File: src/rtl/prf_pkg.sv
package prf_pkg;
  localparam int DATA_W   = 16;
  localparam int HALF_W   = DATA_W / 2;
  localparam int IMM_W    = DATA_W + HALF_W;
  localparam int NUM_DATA = 4;
  localparam int NUM_PTR  = 4;
  localparam int NUM_SEG  = 4;
  localparam int NREG     = NUM_DATA + NUM_PTR + NUM_SEG;
  localparam int SEL_W    = $clog2(NREG);
  localparam int NRD      = 2;

  typedef enum logic [1:0] {
    CLS_DATA,
    CLS_WORD,
    CLS_SEG,
    CLS_NONE
  } regClass_t;

  typedef struct packed {
    logic [NREG-1:0]   loEn;
    logic [NREG-1:0]   hiEn;
    logic [DATA_W-1:0] wrData;
  } wrStrobe_t;

  typedef struct packed {
    logic [NRD-1:0] ok;
  } rdGate_t;

  function automatic regClass_t classOf(input logic [SEL_W-1:0] sel);
    if (int'(sel) < NUM_DATA)                return CLS_DATA;
    else if (int'(sel) < NUM_DATA + NUM_PTR) return CLS_WORD;
    else if (int'(sel) < NREG)               return CLS_SEG;
    else                                     return CLS_NONE;
  endfunction
endpackage

File: src/rtl/prf_ctrl.sv
module prf_ctrl
  import prf_pkg::*;
(
  input  logic [NRD-1:0][SEL_W-1:0] rdSel,
  input  logic [NRD-1:0]            rdByte,
  input  logic [DATA_W-1:0]         srcData,
  input  logic                      wrEn,
  input  logic [SEL_W-1:0]          wrSel,
  input  logic                      wrByte,
  input  logic                      wrHigh,
  input  logic                      wrUseImm,
  input  logic [IMM_W-1:0]          wrImm,
  output rdGate_t                   rdG,
  output wrStrobe_t                 wrS,
  output logic                      wrErr
);
  logic [NRD-1:0]    rdOk;
  regClass_t         dstCls;
  logic              dstOk;
  logic              immFits;
  logic              immOk;
  logic              movOk;
  logic              legal;
  logic              commit;
  logic [DATA_W-1:0] payload;

  always_comb begin
    for (int p = 0; p < NRD; p++) begin
      rdOk[p] = (classOf(rdSel[p]) != CLS_NONE) &&
                (!rdByte[p] || classOf(rdSel[p]) == CLS_DATA);
    end
    rdG.ok = rdOk;
  end

  always_comb begin
    dstCls  = classOf(wrSel);
    dstOk   = (dstCls != CLS_NONE) && (!wrByte || dstCls == CLS_DATA);
    immFits = wrByte ? ~|wrImm[IMM_W-1:HALF_W] : ~|wrImm[IMM_W-1:DATA_W];
    immOk   = immFits && (dstCls != CLS_SEG);
    movOk   = rdOk[0] && (rdByte[0] == wrByte);
    legal   = dstOk && (wrUseImm ? immOk : movOk);
    wrErr   = wrEn && !legal;
    commit  = wrEn && legal;
  end

  always_comb begin
    payload    = wrUseImm ? wrImm[DATA_W-1:0] : srcData;
    wrS.wrData = wrByte ? {2{payload[HALF_W-1:0]}} : payload;
    wrS.loEn   = '0;
    wrS.hiEn   = '0;
    for (int r = 0; r < NREG; r++) begin
      if (commit && wrSel == SEL_W'(r)) begin
        wrS.loEn[r] = !wrByte || !wrHigh;
        wrS.hiEn[r] = !wrByte || wrHigh;
      end
    end
  end
endmodule

File: src/rtl/prf_datapath.sv
module prf_datapath
  import prf_pkg::*;
(
  input  logic                       clk,
  input  logic                       rst,
  input  wrStrobe_t                  wrS,
  input  rdGate_t                    rdG,
  input  logic [NRD-1:0][SEL_W-1:0]  rdSel,
  input  logic [NRD-1:0]             rdByte,
  input  logic [NRD-1:0]             rdHigh,
  output logic [NRD-1:0][DATA_W-1:0] rdData
);
  logic [NREG-1:0][DATA_W-1:0] regs;

  always_ff @(posedge clk) begin
    if (rst) begin
      regs <= '0;
    end else begin
      for (int r = 0; r < NREG; r++) begin
        if (wrS.loEn[r]) regs[r][HALF_W-1:0]      <= wrS.wrData[HALF_W-1:0];
        if (wrS.hiEn[r]) regs[r][DATA_W-1:HALF_W] <= wrS.wrData[DATA_W-1:HALF_W];
      end
    end
  end

  function automatic logic [DATA_W-1:0] pickWord(input logic [SEL_W-1:0] sel,
                                                 input logic [NREG-1:0][DATA_W-1:0] bank);
    logic [DATA_W-1:0] word;
    word = '0;
    for (int r = 0; r < NREG; r++) begin
      if (sel == SEL_W'(r)) word = bank[r];
    end
    return word;
  endfunction

  for (genvar p = 0; p < NRD; p++) begin : g_rdPort
    logic [DATA_W-1:0] word;
    assign word = pickWord(rdSel[p], regs);
    assign rdData[p] = !rdG.ok[p] ? '0 :
                       !rdByte[p] ? word :
                       rdHigh[p]  ? {{HALF_W{1'b0}}, word[DATA_W-1:HALF_W]} :
                                    {{HALF_W{1'b0}}, word[HALF_W-1:0]};
  end
endmodule

File: src/rtl/split_regfile.sv
module split_regfile
  import prf_pkg::*;
(
  input  logic              clk,
  input  logic              rst,
  input  logic [SEL_W-1:0]  rdSelA,
  input  logic              rdByteA,
  input  logic              rdHighA,
  output logic [DATA_W-1:0] rdDataA,
  output logic              rdErrA,
  input  logic [SEL_W-1:0]  rdSelB,
  input  logic              rdByteB,
  input  logic              rdHighB,
  output logic [DATA_W-1:0] rdDataB,
  output logic              rdErrB,
  input  logic              wrEn,
  input  logic [SEL_W-1:0]  wrSel,
  input  logic              wrByte,
  input  logic              wrHigh,
  input  logic              wrUseImm,
  input  logic [IMM_W-1:0]  wrImm,
  output logic              wrErr
);
  logic [NRD-1:0][SEL_W-1:0]  rdSel;
  logic [NRD-1:0]             rdByte;
  logic [NRD-1:0]             rdHigh;
  logic [NRD-1:0][DATA_W-1:0] rdData;
  rdGate_t                    rdG;
  wrStrobe_t                  wrS;

  assign rdSel   = {rdSelB, rdSelA};
  assign rdByte  = {rdByteB, rdByteA};
  assign rdHigh  = {rdHighB, rdHighA};
  assign rdDataA = rdData[0];
  assign rdDataB = rdData[1];
  assign rdErrA  = !rdG.ok[0];
  assign rdErrB  = !rdG.ok[1];

  prf_ctrl u_ctrl (
    .rdSel(rdSel), .rdByte(rdByte), .srcData(rdData[0]),
    .wrEn(wrEn), .wrSel(wrSel), .wrByte(wrByte), .wrHigh(wrHigh),
    .wrUseImm(wrUseImm), .wrImm(wrImm),
    .rdG(rdG), .wrS(wrS), .wrErr(wrErr)
  );

  prf_datapath u_dp (
    .clk(clk), .rst(rst), .wrS(wrS), .rdG(rdG),
    .rdSel(rdSel), .rdByte(rdByte), .rdHigh(rdHigh), .rdData(rdData)
  );
endmodule

File: config.mk
export PLATFORM = sky130hd
export DESIGN_NAME = split_regfile
export DESIGN_NICKNAME = d
export VERILOG_FILES = /design/src/rtl/prf_pkg.sv /design/src/rtl/prf_ctrl.sv /design/src/rtl/prf_datapath.sv /design/src/rtl/split_regfile.sv
export SDC_FILE = /design/constraint.sdc
export NUM_CORES = 1
export LEC_CHECK = 0
export CORE_ASPECT_RATIO = 1.4
export CORE_MARGIN = 1
export CORE_UTILIZATION = 50
export DETAILED_ROUTE_END_ITERATION = 12
export DONT_BUFFER_PORTS = 1
export PLACE_DENSITY = 0.66
export RECOVER_POWER = 25
export REMOVE_ABC_BUFFERS = 1
export SYNTH_ARGS = -nofsm -noshare
export SYNTH_HDL_FRONTEND = slang
export SYNTH_SLANG_ARGS = --single-unit
export TNS_END_PERCENT = 10
File: constraint.sdc
create_clock -name clk -period 2.2 [get_ports clk]
set_input_delay 0.11 -clock clk [delete_from_list [all_inputs] [get_ports clk]]
set_output_delay 0.11 -clock clk [all_outputs]
set_load 0.02 [all_outputs]
Word level (Yosys, flattened, before mapping)
Index checks and enable logic that the tools add are counted.
{"block": "totals", "ff_bits": 192, "out_inout_bits": 35}
{"block": "op_classes", "mux": 67, "eq_ne": 38, "order_cmp": 9, "reduce_logical": 42}
{"operator": "$mux 16", "n": 30}
{"operator": "$eq 4x3->1 const B", "n": 12}
{"operator": "$eq 4x4->1 const B", "n": 12}
{"operator": "$mux 1", "n": 29}
{"operator": "$eq 4x2->1 const B", "n": 6}
{"operator": "$lt 4x4->1 const B", "n": 6}
{"operator": "$logic_and 1x1->1", "n": 20}
{"operator": "$mux 8", "n": 2}
{"operator": "$reduce_or 16->1", "n": 1}
{"operator": "$eq 4x1->1 const B", "n": 3}
{"operator": "$logic_not 4->1", "n": 3}
{"operator": "$lt 4x3->1 const B", "n": 3}
{"operator": "$mux 2", "n": 6}
{"operator": "$logic_not 1->1", "n": 9}
{"operator": "$ne 2x2->1 const B", "n": 4}
{"operator": "$reduce_or 8->1", "n": 1}
{"operator": "$logic_not 2->1", "n": 3}
{"operator": "$logic_or 1x1->1", "n": 5}
{"operator": "$eq 1x1->1", "n": 1}

Depth between registers and ports, before layout
{"block": "depth", "ltp_word": 18, "depth_mapped": 11}

By module
A second synthesis with hierarchy kept.
{"block": "hier_totals", "hier_cells": 1328, "area_unflattened_um2": 11613.6}
{"module": "prf_datapath", "seq_area_each_um2": 3843.7, "n_inst": 1, "area_each_um2": 10831.6, "cells_each": 1221}
{"module": "prf_ctrl", "seq_area_each_um2": 0.0, "n_inst": 1, "area_each_um2": 774.5, "cells_each": 105}
{"module": "split_regfile", "seq_area_each_um2": 0.0, "n_inst": 1, "area_each_um2": 7.5, "cells_each": 2}

Worst setup path after synthesis
OpenSTA, ideal clock, no wires.
{"block": "synth_path", "kind": "input -> register", "from": "input port rdByteA", "to": "register u_dp.regs[163] (netlist name)", "setup_ns": 0.124, "arrival_time_ns": 2.018, "cell_stages": 10, "t_required_ns": 2.076, "slack_ns": 0.058, "path_cell_list": "buf_6 > maj3_2 > a211o_1 > o31ai_4 > nand2_2 > buf_2 > or4_1 > clkbuf_1 > nand3_1 > o21ai_1"}
{"block": "synth_between", "elab_chain_len": 9, "elab_cells_between_ends": 14}
{"element": "start, declared", "line_no": "split_regfile.sv:7", "rtl": "input logic rdByteA,"}
{"element": "$logic_not 1->1"}
{"element": "$logic_or 1x1->1", "line_no": "prf_ctrl.sv:30", "rtl": "(!rdByte[p] || classOf(rdSel[p]) == CLS_DATA);"}
{"element": "$logic_and 1x1->1", "line_no": "prf_ctrl.sv:29", "rtl": "rdOk[p] = (classOf(rdSel[p]) != CLS_NONE) &&"}
{"element": "$logic_and 1x1->1", "line_no": "prf_ctrl.sv:40", "rtl": "movOk = rdOk[0] && (rdByte[0] == wrByte);"}
{"element": "$mux 1", "line_no": "prf_ctrl.sv:41", "rtl": "legal = dstOk && (wrUseImm ? immOk : movOk);"}
{"element": "$logic_and 1x1->1", "line_no": "prf_ctrl.sv:41"}
{"element": "$logic_and 1x1->1", "line_no": "prf_ctrl.sv:43", "rtl": "commit = wrEn && legal;"}
{"element": "$logic_and 1x1->1", "line_no": "prf_ctrl.sv:52", "rtl": "if (commit && wrSel == SEL_W'(r)) begin"}
{"element": "$mux 1", "line_no": "prf_ctrl.sv:52"}
{"element": "end signal, assigned by index", "line_no": "prf_datapath.sv:20", "rtl": "if (wrS.loEn[r]) regs[r][HALF_W-1:0] <= wrS.wrData[HALF_W-1:0];"}
{"element": "end signal, assigned by index", "line_no": "prf_datapath.sv:21", "rtl": "if (wrS.hiEn[r]) regs[r][DATA_W-1:HALF_W] <= wrS.wrData[DATA_W-1:HALF_W];"}
{"element": "end, declared", "line_no": "prf_datapath.sv:13", "rtl": "logic [NREG-1:0][DATA_W-1:0] regs;"}
Parallel ways exist; a longest one is shown, timed or not.
A chain may end at the register's enable or synchronous reset.

Worst setup path after layout
{"block": "layout_path", "from": "register u_dp.regs[90] (netlist name)", "to": "output port rdDataB[2]"}
{"block": "layout_between", "elab_chain_len": 10}
{"element": "$mux 16 (7 in series)", "line_no": "prf_datapath.sv:31", "rtl": "if (sel == SEL_W'(r)) word = bank[r];"}
{"element": "$mux 8", "line_no": "prf_datapath.sv:41", "rtl": "rdHigh[p] ? {{HALF_W{1'b0}}, word[DATA_W-1:HALF_W]} :"}
{"element": "$mux 16", "line_no": "prf_datapath.sv:40", "rtl": "!rdByte[p] ? word :"}
{"element": "$mux 16", "line_no": "prf_datapath.sv:39", "rtl": "assign rdData[p] = !rdG.ok[p] ? '0 :"}
{"element": "end, declared", "line_no": "split_regfile.sv:14", "rtl": "output logic [DATA_W-1:0] rdDataB,"}
Every way passes these cells.

==> load_flow_metrics.sql <==
INSERT INTO impl_metrics (metric_group, metric, value, unit) VALUES
('grt', 'grt_pass1_vias', '10700', ''),
('drt', 'postRouteAntennaNets', '0', ''),
('cells_and_area', 'layout_top_registers', 'u_dp.regs x192', ''),
('die', 'die_height', '180', 'um'),
('synthesis', 'synth_async_sr_flop_share', '0', ''),
('die', 'top_level_ports', '81', ''),
('synthesis', 'post_synthesis_sequential_element_count', '192', ''),
('clock_tree', 'clock-root-buffer', 'sky130_fd_sc_hd__clkbuf_16', ''),
('synthesis', 'synthCells', '1317', ''),
('worst_setup_path', 'timing.critical_path.arrival', '2.19', 'ns'),
('drt', 'drt_iter0_markers', '1368', ''),
('timing', 'achievable-frequency', '434', 'MHz'),
('place', 'place.port_buffers', '0', ''),
('power_and_ir_drop', 'power_density', '590', 'mW/mm^2'),
('clock_tree', 'clockBufferDepth', '2', ''),
('timing', 'holdWs', '-0.240', 'ns'),
('synthesis', 'netlist_top_cells_area', 'sky130_fd_sc_hd__dfxtp_1, sky130_fd_sc_hd__a211oi_1, sky130_fd_sc_hd__mux4_2, sky130_fd_sc_hd__nor2_1, sky130_fd_sc_hd__mux2i_1', ''),
('clock_tree', 'clock_sink_count', '192', ''),
('cells_and_area', 'synthToLayoutAreaGrowth', '17.7', '%'),
('power_and_ir_drop', 'total_power', '7.84', 'mW'),
('clock_tree', 'cts_made_buffers', '17', ''),
('timing', 'rsz0062_at_grt', 'true', ''),
('cells_and_area', 'finalNetCount', '1425', ''),
('min_path', 'hold_path_class', 'input port to flip-flop', ''),
('grt', 'grt_first_pass_wirelength', '64900', 'um'),
('power_and_ir_drop', 'seq_power_share', '0.445', ''),
('power_and_ir_drop', 'power.clock.fraction', '0.448', ''),
('grt', 'grt.total_usage', '0.380', ''),
('power_and_ir_drop', 'netSwitchingFraction', '0.246', ''),
('synthesis', 'synth_area_leader_cell', 'sky130_fd_sc_hd__dfxtp_1', ''),
('cells_and_area', 'mostFrequentLayoutCell', 'sky130_fd_sc_hd__nor2_1', ''),
('worst_setup_path', 'timing_worst_setup_path_type', 'flip-flop to output pin', ''),
('drt', 'drc', '0', ''),
('power_and_ir_drop', 'p_leak', '4.47', 'nW'),
('timing', 'final_critical_path_setup_slack', '-0.102', 'ns'),
('drt', 'routed_wirelength', '43300', 'um'),
('synthesis', 'yosys.cell_types.count', '76', ''),
('timing', 'timing.slew.headroom', '0.495', ''),
('place', 'gpl.final_weighted_congestion', '1.00', ''),
('cells_and_area', 'drive_gt1_frac', '0.239', ''),
('timing', 'final-setup-viol-count', '7', ''),
('timing', 'worst_clock_skew', '0.0127', 'ns'),
('synthesis', 'seq_area_frac_synth', '0.340', ''),
('outcome', 'outcome', 'finished with violations', ''),
('die', 'core_area', '0.0220', 'mm^2'),
('die', 'floorplan.die.width', '129', 'um'),
('outcome', 'violations', 'hold timing, setup timing', ''),
('timing', 'worst_pin_slew', '0.755', 'ns'),
('die', 'placement_rows', '64', ''),
('clock_tree', 'postCtsHoldBufs', '7', ''),
('cells_and_area', 'final_cell_mix', 'sky130_fd_sc_hd__nor2_1, sky130_fd_sc_hd__dfxtp_1, sky130_fd_sc_hd__buf_4', ''),
('power_and_ir_drop', 'power.share.combinational', '0.106', ''),
('grt', 'grt_overflow', '0', ''),
('drt', 'post_drt_wl_per_cell', '25.7', 'um'),
('place', 'hpwl', '29800', 'um'),
('synthesis', 'synth.top_cell.area_share', '0.340', ''),
('drt', 'route.detailed.vias_per_inst', '6.74', ''),
('drt', 'vias', '11400', ''),
('power_and_ir_drop', 'internal-power', '5.92', 'mW'),
('grt', 'initial_antenna_violation_count', '0', ''),
('drt', 'first_pass_iters', '8', ''),
('grt', 'grt_start_max_net_pins', '158', ''),
('worst_setup_path', 'critical_path.max_fanout', '3', ''),
('die', 'floorplan.die_area', '0.0232', 'mm^2'),
('timing', 'final.period_utilization', '1.05', ''),
('clock_tree', 'clk_latency', '0.45', 'ns'),
('timing', 'timing_hold_violations_final', '122', ''),
('cells_and_area', 'antennaDiodeCount', '0', ''),
('clock_tree', 'clock_tree_from_tritoncts', 'yes', ''),
('worst_setup_path', 'cp.required', '2.09', 'ns'),
('clock_tree', 'cts-htree-levels', '4', '');
timing repair:
item | CTS | global route
resized for setup | 18 | 35
pin swaps | 5 | 11
endpoints found under the setup margin | 30 | 51
buffers inserted | 0 | 2
hold endpoints to repair | 158 | 145
cloned | 0 | 0
per-layer routing:
layer / track usage / share of wire
met5: 0 / 0
met3: 0.0949 / 0.11
met2: 0.587 / 0.45
met1: 0.461 / 0.37
met4: 0.256 / 0.069
stage by stage:
step / worst slack (ns) / util / std cells / setup TNS (ns)
global placement: -0.196 / 0.561 / 1648 / -2.37
global route: -0.157 / 0.604 / 1688 / -1.73
detailed placement: -0.247 / 0.561 / 1648 / -3.98
CTS: -0.116 / 0.597 / 1686 / -0.546
floorplan: -0.557 / - / 1197 / -39.62
finish: -0.102 / 0.604 / 1688 / -0.402
path summary, 6_finish.rpt:
path	startpoint	endpoint	slack, ns	cells past startpoint
setup reg to reg	u_dp.regs[49]	u_dp.regs[17]	0	8
hold reg to reg	u_dp.regs[130]	u_dp.regs[130]	0.47	2
hold / removal	rst	u_dp.regs[18]	-0.24	1
setup / recovery	u_dp.regs[90]	rdDataB[2]	-0.10	7
kinds of logic (layout without fill, tap and decap cells):
family          after synthesis  in the layout  synth area share
mux                         112            112             0.140
buf+inv                     133            207            0.0564
flops                       192            192             0.340
compound gates              394            394             0.250
fa+ha+maj                     1              1          0.000997
simple gates                485            485             0.211
area by class of cell:
type | count | area, um^2
clock buffer | 21 | 470
clock inverter | 10 | 181
fill | 1929 | 8730
inverter | 13 | 48.8
multi-input combinational | 992 | 6990
sequential | 192 | 3850
tap | 297 | 372
timing repair buffer | 163 | 1380
worst max-delay path: stages, from the launching register on:
cell	delay (ns)
sky130_fd_sc_hd__dfxtp_2	0.33
sky130_fd_sc_hd__mux4_2	0.49
sky130_fd_sc_hd__a22oi_2	0.23
sky130_fd_sc_hd__o22ai_2	0.11
sky130_fd_sc_hd__a31oi_1	0.16
sky130_fd_sc_hd__a21o_1	0.17
sky130_fd_sc_hd__o2bb2ai_2	0.10
sky130_fd_sc_hd__buf_6	0.15
cells in the mapped netlist (all sizes together), types with 4 or more instances:
cell	count
o22a	5
nand3	70
o41ai	12
inv	8
a21o	5
nand2b	16
a22oi	16
nor2	201
o211ai	9
a31oi	9
a221o	5
and2	14
clkbuf	50
o21ai	75
a21oi	60
nor4	18
mux2i	47
a221oi	13
o22ai	16
and3b	7
or2	7
nand2	86
nor3	33
dfxtp	192
o31ai	4
o2bb2ai	6
a32oi	13
o221ai	11
clkinv	5
mux2	31
a211oi	111
nor2b	11
buf	70
mux4	34
or4	9
power groups by stage:
| stage | Clock [mW] | Sequential [mW] | Combinational, mW |
|---|---|---|---|
| floorplan | 0 | 3.57 | 0.430 |
| global placement | 0 | 3.57 | 0.776 |
| detailed placement | 0 | 3.57 | 0.778 |
| CTS | 3.52 | 3.49 | 0.794 |
| global route | 3.68 | 3.49 | 0.863 |
| finish | 3.51 | 3.49 | 0.835 |
Note: power is estimated with default switching activity, not from simulation.
